===== src/rtl/deskew_pkg.sv =====
package deskew_pkg;
    localparam int          CG_W    = 8;
    localparam logic [7:0]  K_ALIGN = 8'h7C;
    localparam logic [7:0]  K_IDLE  = 8'hBC;

    typedef enum logic [1:0] {
        ST_WAIT_SYNC,
        ST_WAIT_ALIGN,
        ST_COLLECT,
        ST_ALIGNED
    } dsk_state_e;

    typedef struct packed {
        logic       ctl;
        logic [7:0] byt;
    } cg_t;
endpackage


===== src/rtl/deskew_lane_buf.sv =====
module deskew_lane_buf
    import deskew_pkg::*;
#(
    parameter int DEPTH = 16
) (
    input  logic                     clk,
    input  logic                     rst_n,
    input  logic                     clr,
    input  logic                     wr_en,
    input  cg_t                      wr_cg,
    input  logic                     rd_en,
    output cg_t                      rd_cg,
    output logic [$clog2(DEPTH):0]   level
);
    localparam int PTR_W = $clog2(DEPTH);

    cg_t             mem [DEPTH];
    logic [PTR_W:0]  wr_ptr;
    logic [PTR_W:0]  rd_ptr;

    always_ff @(posedge clk) begin
        if (wr_en && !clr) begin
            mem[wr_ptr[PTR_W-1:0]] <= wr_cg;
        end
    end

    always_ff @(posedge clk or negedge rst_n) begin
        if (!rst_n) begin
            wr_ptr <= '0;
            rd_ptr <= '0;
        end else if (clr) begin
            wr_ptr <= '0;
            rd_ptr <= '0;
        end else begin
            if (wr_en) wr_ptr <= wr_ptr + 1'b1;
            if (rd_en) rd_ptr <= rd_ptr + 1'b1;
        end
    end

    assign rd_cg = mem[rd_ptr[PTR_W-1:0]];
    assign level = wr_ptr - rd_ptr;
endmodule


===== src/rtl/deskew_ctrl.sv =====
module deskew_ctrl
    import deskew_pkg::*;
#(
    parameter int LANES  = 4,
    parameter int WINDOW = 10
) (
    input  logic              clk,
    input  logic              rst_n,
    input  logic              sync_all,
    input  logic [LANES-1:0]  hit,
    input  logic              fault,
    output dsk_state_e        state,
    output logic [LANES-1:0]  wr_en,
    output logic              rd_en,
    output logic              clr
);
    localparam int CNT_W = $clog2(WINDOW + 1);

    dsk_state_e        state_nx;
    logic [LANES-1:0]  seen, seen_nx, seen_or;
    logic [CNT_W-1:0]  cnt, cnt_nx;

    assign seen_or = seen | hit;

    // state register
    always_ff @(posedge clk or negedge rst_n) begin
        if (!rst_n) begin
            state <= ST_WAIT_SYNC;
            seen  <= '0;
            cnt   <= '0;
        end else begin
            state <= state_nx;
            seen  <= seen_nx;
            cnt   <= cnt_nx;
        end
    end

    // next state
    always_comb begin
        state_nx = state;
        seen_nx  = seen;
        cnt_nx   = cnt;
        unique case (state)
            ST_WAIT_SYNC: begin
                if (sync_all) state_nx = ST_WAIT_ALIGN;
            end
            ST_WAIT_ALIGN: begin
                if (!sync_all) begin
                    state_nx = ST_WAIT_SYNC;
                end else if (&seen_or) begin
                    state_nx = ST_ALIGNED;
                    seen_nx  = seen_or;
                end else if (|hit) begin
                    state_nx = ST_COLLECT;
                    seen_nx  = seen_or;
                    cnt_nx   = CNT_W'(1);
                end
            end
            ST_COLLECT: begin
                if (!sync_all) begin
                    state_nx = ST_WAIT_SYNC;
                end else if (&seen_or) begin
                    state_nx = ST_ALIGNED;
                    seen_nx  = seen_or;
                end else if (cnt == CNT_W'(WINDOW)) begin
                    state_nx = ST_WAIT_ALIGN;
                end else begin
                    seen_nx  = seen_or;
                    cnt_nx   = cnt + 1'b1;
                end
            end
            ST_ALIGNED: begin
                if (!sync_all) state_nx = ST_WAIT_SYNC;
                else if (fault) state_nx = ST_WAIT_ALIGN;
            end
        endcase
        clr = (state_nx == ST_WAIT_SYNC) || (state_nx == ST_WAIT_ALIGN);
        if (clr) begin
            seen_nx = '0;
            cnt_nx  = '0;
        end
    end

    // outputs
    always_comb begin
        wr_en = '0;
        rd_en = 1'b0;
        if (state != ST_WAIT_SYNC && sync_all && !clr) begin
            wr_en = seen_or;
        end
        if (state == ST_ALIGNED && !clr) begin
            rd_en = 1'b1;
        end
    end
endmodule


===== src/rtl/lane_deskew.sv =====
module lane_deskew
    import deskew_pkg::*;
#(
    parameter int LANES  = 4,
    parameter int DEPTH  = 16,
    parameter int WINDOW = 10
) (
    input  logic                  clk,
    input  logic                  rst_n,
    input  logic [LANES-1:0]      sync_in,
    input  logic [LANES*CG_W-1:0] lane_data,
    input  logic [LANES-1:0]      lane_ctl,
    output logic [LANES*CG_W-1:0] out_data,
    output logic [LANES-1:0]      out_ctl,
    output logic [LANES-1:0]      out_valid,
    output logic                  aligned
);
    localparam int LVL_W = $clog2(DEPTH) + 1;

    dsk_state_e        state;
    logic [LANES-1:0]  hit, wr_en, lane_bad;
    logic              rd_en, clr, fault;

    deskew_ctrl #(.LANES(LANES), .WINDOW(WINDOW)) u_ctrl (
        .clk      (clk),
        .rst_n    (rst_n),
        .sync_all (&sync_in),
        .hit      (hit),
        .fault    (fault),
        .state    (state),
        .wr_en    (wr_en),
        .rd_en    (rd_en),
        .clr      (clr)
    );

    assign aligned = (state == ST_ALIGNED);
    assign fault   = |lane_bad;

    for (genvar i = 0; i < LANES; i++) begin : g_lane
        cg_t              in_cg, rd_cg;
        logic [LVL_W-1:0] level;

        assign in_cg  = '{ctl: lane_ctl[i], byt: lane_data[i*CG_W +: CG_W]};
        assign hit[i] = in_cg.ctl && (in_cg.byt == K_ALIGN);
        // headroom guard: nothing left to read, or no room for the next write
        assign lane_bad[i] = (level == '0) || (level == LVL_W'(DEPTH));

        deskew_lane_buf #(.DEPTH(DEPTH)) u_buf (
            .clk   (clk),
            .rst_n (rst_n),
            .clr   (clr),
            .wr_en (wr_en[i]),
            .wr_cg (in_cg),
            .rd_en (rd_en),
            .rd_cg (rd_cg),
            .level (level)
        );

        assign out_data[i*CG_W +: CG_W] = aligned ? rd_cg.byt : K_IDLE;
        assign out_ctl[i]               = aligned ? rd_cg.ctl : 1'b1;
        assign out_valid[i]             = aligned;
    end
endmodule


===== config.mk =====
export PLATFORM = sky130hd
export DESIGN_NAME = lane_deskew
export DESIGN_NICKNAME = d
export VERILOG_FILES = /design/src/rtl/deskew_pkg.sv /design/src/rtl/deskew_lane_buf.sv /design/src/rtl/deskew_ctrl.sv /design/src/rtl/lane_deskew.sv
export SDC_FILE = /design/constraint.sdc
export NUM_CORES = 1
export LEC_CHECK = 0
export BUFFER_PORTS_ARGS = -buffer_cell sky130_fd_sc_hd__buf_4
export CAP_MARGIN = 10
export CORE_AREA = 10 10 241 243
export DETAILED_ROUTE_END_ITERATION = 8
export DIE_AREA = 0 0 251 253
export PLACE_DENSITY = 0.66
export SLEW_MARGIN = 30
export SYNTH_ARGS = -nofsm -noshare
export SYNTH_HDL_FRONTEND = slang
export SYNTH_HIERARCHICAL = 1
export SYNTH_SLANG_ARGS = --single-unit

===== constraint.sdc =====
create_clock -name clk -period 12.3 [get_ports clk]
set_input_delay 2.46 -clock clk [delete_from_list [all_inputs] [get_ports clk]]
set_output_delay 2.46 -clock clk [all_outputs]
set_load 0.01 [all_outputs]

==> flow_summary.json, run 1 <==
{
  "status": "finished, final reports clean",
  "min_to": "u_ctrl/cnt[3]",
  "postSynthAreaPerCell_sq_um": 18.2,
  "wl_per_cell_microns": 24.6,
  "drc": 0,
  "report.final.hold_viol_count": 0,
  "ir_drop_uv": 135,
  "max-slew-margin-rel": 0.354,
  "track_usage": 0.176,
  "fin_crit_ns": 6.12,
  "cp.required_ns": 12.62,
  "crit_top_cell": "buf_4",
  "grt_overflow": 0,
  "vias": 13214,
  "p_int_w": 0.00351,
  "via_per_inst": 5.79,
  "cts_buffer_depth": 3,
  "cts_sinks": 618,
  "synth_nets": 1503,
  "fillCellCount": 4017,
  "first_global_vias": 13519,
  "p_seq_frac": 0.530,
  "p_total_w": 0.00433,
  "reg2reg_to": "g_lane[2].u_buf/mem[0][1]",
  "maxCapViolations": 0,
  "cts-resized-gates": 0,
  "rr_worst_depth": 15,
  "rrSetupSlack_ns": 6.76,
  "post-cts-setup-buffers": 0,
  "end_kind": "register",
  "timing.final.crit_share": 0.497,
  "postSynthCellCount": 1419,
  "crit_chain": "buf_4 > nand4b_1 > nor4_2 > o22a_1 > a222oi_1 > o21a_2 > buf_4 > nor2_1 > or3b_2 > nor2_1 > buf_4",
  "cp_max_fo": 38,
  "combPwrFrac": 0.010,
  "slowest_stage": "nor4_2",
  "start_util": 0.486,
  "min_from": "u_ctrl/cnt[3]",
  "post-dp-hpwl_microns": 33700,
  "whs_ns": 0.520,
  "ant_nets": 0,
  "io_buffers": 82,
  "rsz0062_at_grt": "false",
  "clk_pin_slew_ns": 0.06,
  "finalWeightedCongestion": 0.757,
  "yosysWarnings": 6,
  "fin_nets": 1620,
  "max_stage_delay_ns": 0.59,
  "fin_ws_ns": 6.18,
  "setup_viol": 0,
  "cp.arrival_ns": 6.44,
  "die_h_microns": 253,
  "cts_root_buffer": "clkbuf_16",
  "h-tree-depth": 2,
  "critPathKind": "in2reg",
  "fin_setup_tns_ns": 0,
  "dpl_worst_slack_ns": 5.60,
  "antenna_found_initial": 1,
  "fp.coreArea_sq_mm": 0.0533,
  "fmax_mhz": 163,
  "p_per_area_mw_per_mm2": 147,
  "holdCritPathClass": "reg2reg",
  "cts_buffers": 61,
  "die_area_sq_mm": 0.0635,
  "drtIter0Drc": 1214,
  "finClkSkew_ns": 0.0116,
  "wirelength_microns": 56200,
  "grt_max_degree": 50,
  "switching_power_w": 0.000822,
  "maxSlewViolCount": 0,
  "tightest_slew_ns": 0.966,
  "drive_above_1_share": 0.229,
  "start_kind": "primary input",
  "synth.cell_area_sq_mm": 0.0259,
  "dr.pass1.iters": 5,
  "die_w_microns": 251,
  "r2r_start": "g_lane[3].u_buf/rd_ptr[1]",
  "cts_tree": "yes",
  "ios": 83,
  "hold-path-cell-count": 1,
  "syn_to_final_growth_pct": 14.1,
  "rows": 85,
  "swShare": 0.190,
  "grt_pass1_wl_microns": 85200,
  "power_frac_clock": 0.460,
  "cts.hold.buffers_added": 0,
  "leakage_nw": 9.42,
  "clk_latency_ns": 0.60
}
==> layout make-up <==
type                            instances  area, sq um  share of cell area
Clock inverter                         47          623              0.0211
Clock buffer                           66         1550              0.0523
Tap cell                              696          871              0.0295
Sequential cell                       618        18400               0.621
Timing Repair Buffer                  133          998              0.0338
Antenna cell                            1         2.50           0.0000847
Multi-Input combinational cell        688         7020               0.238
Inverter                               34          128             0.00432
==> worst max-delay path by stage <==
stage | endpoint | slack [ns] | start
after floorplan | g_lane[2].u_buf/mem[6][0] | 6.71 | lane_data[31]
after global placement | g_lane[2].u_buf/mem[0][7] | 5.41 | lane_data[7]
after detailed placement | g_lane[2].u_buf/mem[7][3] | 5.60 | lane_data[7]
after CTS | g_lane[2].u_buf/mem[5][3] | 6.24 | lane_data[7]
after global routing | g_lane[2].u_buf/mem[0][1] | 6.02 | lane_data[7]
final | g_lane[2].u_buf/mem[0][1] | 6.18 | lane_data[7]
==> power groups by stage <==
| stage | clock network (W) | registers [W] | logic (W) |
|---|---|---|---|
| 3_5_place_dp | 0 | 0.00234 | 0.0000443 |
| 6_report | 0.00199 | 0.00230 | 0.0000436 |
| 4_1_cts | 0.00203 | 0.00230 | 0.0000441 |
| 3_3_place_gp | 0 | 0.00234 | 0.0000419 |
| 2_1_floorplan | 0 | 0.00234 | 0.00000218 |
| 5_1_grt | 0.00212 | 0.00229 | 0.0000485 |
==> cell usage in the layout (no fill, tap or decap), types with 8 or more instances in the layout <==
| cell | instances |
|---|---|
| edfxtp_1 | 576 |
| buf_4 | 133 |
| mux2i_1 | 116 |
| nor2_1 | 81 |
| mux4_2 | 70 |
| clkbuf_16 | 61 |
| o21ai_1 | 54 |
| mux4_1 | 38 |
| ha_1 | 38 |
| dfrtp_1 | 36 |
| inv_1 | 34 |
| nand2_1 | 28 |
| nand2b_1 | 23 |
| xnor2_1 | 20 |
| or2_1 | 19 |
| a22oi_1 | 19 |
| a32oi_1 | 18 |
| a221oi_2 | 16 |
| bufinv_16 | 14 |
| and3_1 | 13 |
| nand3_1 | 13 |
| clkinv_2 | 12 |
| xor2_1 | 12 |
| nor2_2 | 11 |
| a21oi_1 | 9 |
| nor3_1 | 9 |
| nor3_2 | 8 |
==> routing by layer <==
metal	up-vias	global-route usage	share of wire
met5	-	0	0
met4	0	0.0513	0.025
met3	90	0.0327	0.057
met2	384	0.285	0.48
met1	6827	0.240	0.43
li1	5913	-	-
==> per-stage QoR <==
stage	utilization	area [sq um]	instances
finish	0.555	29500	2283
global route	0.555	29500	2282
CTS	0.554	29500	2282
detailed placement	0.513	27400	2169
global placement	0.513	27300	2169
floorplan	-	25900	1419
==> state kept, by name (all words and copies together), names as in the netlist <==
register and flops:
u_ctrl/cnt 4, g_lane.u_buf/mem 576, u_ctrl/seen 4, g_lane.u_buf/wr_ptr 16
u_ctrl/state 2, g_lane.u_buf/rd_ptr 16
==> critical path: cells and delay by family <==
kind | cells | cell delay, ns
AND/OR/NAND/NOR | 5 | 2.39
AO/OA/AOI/OAI | 3 | 0.78
buffers and inverters | 3 | 0.77
No activity file was read; power rests on OpenSTA's default activity.
==> inputs of run 2 (changes only) <==
==> constraint.sdc (replaced) <==
create_clock -name clk -period 5.7 [get_ports clk]
set_input_delay 1.14 -clock clk [delete_from_list [all_inputs] [get_ports clk]]
set_output_delay 1.14 -clock clk [all_outputs]
set_load 0.01 [all_outputs]
==> run 2 against run 1 <==
Against the previous run: register-to-register slack worse by 5.5 ns; clock power is 110% higher; non-clock buffer count is 13 higher; clock skew is 0.0085 ns higher; critical endpoint is now g_lane[3].u_buf/mem[4][8].
==> flow_summary.json, run 2 (synthesized netlist as in run 1, its figures left out) <==
{
  "rows": 85,
  "p_int_w": 0.00758,
  "critPathKind": "reg2reg",
  "fp.coreArea_sq_mm": 0.0533,
  "fin_crit_ns": 4.46,
  "power_frac_clock": 0.458,
  "cts_tree": "yes",
  "cts_buffer_depth": 3,
  "h-tree-depth": 2,
  "antenna_found_initial": 0,
  "final_cell_mix": "edfxtp_1 (576), buf_4 (146), mux2i_1 (116), nor2_1 (92), mux4_2 (70)",
  "holdCritPathClass": "reg2reg",
  "io_buffers": 82,
  "finalWeightedCongestion": 0.788,
  "leakage_nw": 9.48,
  "vias": 12967,
  "cts_buffers": 61,
  "setup_viol": 0,
  "cts.hold.buffers_added": 0,
  "fin_ws_ns": 1.24,
  "ant_nets": 0,
  "rsz0062_at_grt": "false",
  "antenna_cells": 0,
  "post-cts-setup-buffers": 0,
  "clk_pin_slew_ns": 0.06,
  "grt_overflow": 0,
  "grt_pass1_wl_microns": 82300,
  "swShare": 0.188,
  "via_per_inst": 5.64,
  "wl_per_cell_microns": 23.0,
  "largest_reg_flops": 576,
  "wirelength_microns": 52800,
  "fin_nets": 1633,
  "post-dp-hpwl_microns": 33600,
  "first_global_vias": 13415,
  "report.final.hold_viol_count": 0,
  "maxSlewViolCount": 0,
  "cp_max_fo": 17,
  "die_area_sq_mm": 0.0635,
  "max-slew-margin-rel": 0.359,
  "switching_power_w": 0.00175,
  "die_h_microns": 253,
  "start_kind": "register",
  "status": "finished, final reports clean",
  "cts_sinks": 618,
  "fin_setup_tns_ns": 0,
  "grt_max_degree": 49,
  "drc": 0,
  "p_seq_frac": 0.531,
  "cp.arrival_ns": 4.70,
  "ios": 83,
  "cts-resized-gates": 0,
  "dpl_worst_slack_ns": 0.877,
  "fmax_mhz": 224,
  "drive_above_1_share": 0.214,
  "whs_ns": 0.510,
  "syn_to_final_growth_pct": 13.9,
  "tightest_slew_ns": 0.957,
  "cp.required_ns": 5.94,
  "p_per_area_mw_per_mm2": 316,
  "maxCapViolations": 0,
  "clk_latency_ns": 0.62,
  "track_usage": 0.167,
  "end_kind": "register",
  "dr.pass1.iters": 7,
  "finClkSkew_ns": 0.0202,
  "combPwrFrac": 0.011,
  "die_w_microns": 251,
  "timing.final.crit_share": 0.783,
  "drtIter0Drc": 1169,
  "ir_drop_uv": 238,
  "layout_commonest_cell": "edfxtp_1",
  "start_util": 0.486,
  "cts_root_buffer": "clkbuf_16"
}
run 2: area by class of cell:
class	instances	area (sq um)
clock buffer	76	1630
clock inverter	40	520
fill	3978	23800
inverter	34	128
multi-input combinational	688	6900
sequential	618	18400
tap	696	871
timing repair buffer	146	1100
run 2: worst max-delay path, cell delays in order (launching register included):
cell and delay (ns):
dfrtp_1 0.49, inv_1 0.55, ha_1 0.37, xnor2_1 0.16
nor4_1 0.08, or4_1 0.50, nand4b_1 0.20, o21a_2 0.29
nor2_1 0.17, buf_4 0.20, nor2b_1 0.23, nand2_1 0.10
nor2_1 0.74
run 2: power by group through the flow:
stage	sequential (W)	clock [W]	combinational, W
global placement	0.00505	0	0.0000964
finish	0.00496	0.00427	0.000101
global route	0.00495	0.00453	0.000112
floorplan	0.00505	0	0.00000471
detailed placement	0.00505	0	0.000103
CTS	0.00496	0.00435	0.000103
run 2: final timing paths:
kind | cells past startpoint | slack (ns) | to | from
max | 12 | 1.24 | g_lane[3].u_buf/mem[4][8] | g_lane[3].u_buf/rd_ptr[3]
min | 1 | 0.51 | u_ctrl/cnt[3] | u_ctrl/cnt[3]
max reg2reg | 12 | 1.24 | g_lane[3].u_buf/mem[4][8] | g_lane[3].u_buf/rd_ptr[3]
min reg2reg | 1 | 0.51 | u_ctrl/cnt[3] | u_ctrl/cnt[3]
max in group asynchronous | 1 | 4.70 | g_lane[2].u_buf/rd_ptr[0] | rst_n
min in group asynchronous | 1 | 0.53 | g_lane[3].u_buf/rd_ptr[3] | rst_n
run 2: through the flow:
step	power, W	instances	utilization	instance area, sq um
floorplan	0.00506	1419	-	25900
global placement	0.00515	2182	0.513	27300
detailed placement	0.00515	2182	0.513	27300
CTS	0.00941	2298	0.553	29500
global route	0.00959	2298	0.554	29500
finish	0.00933	2298	0.554	29500
run 2: layer usage:
layer  up-vias  wire length, microns  global-route usage
met5         -                     0                   0
met4         0                  1230              0.0496
met3        80                  2660              0.0276
met2       331                 25400               0.267
met1      6632                 23500               0.231
li1       5924                     -                   -
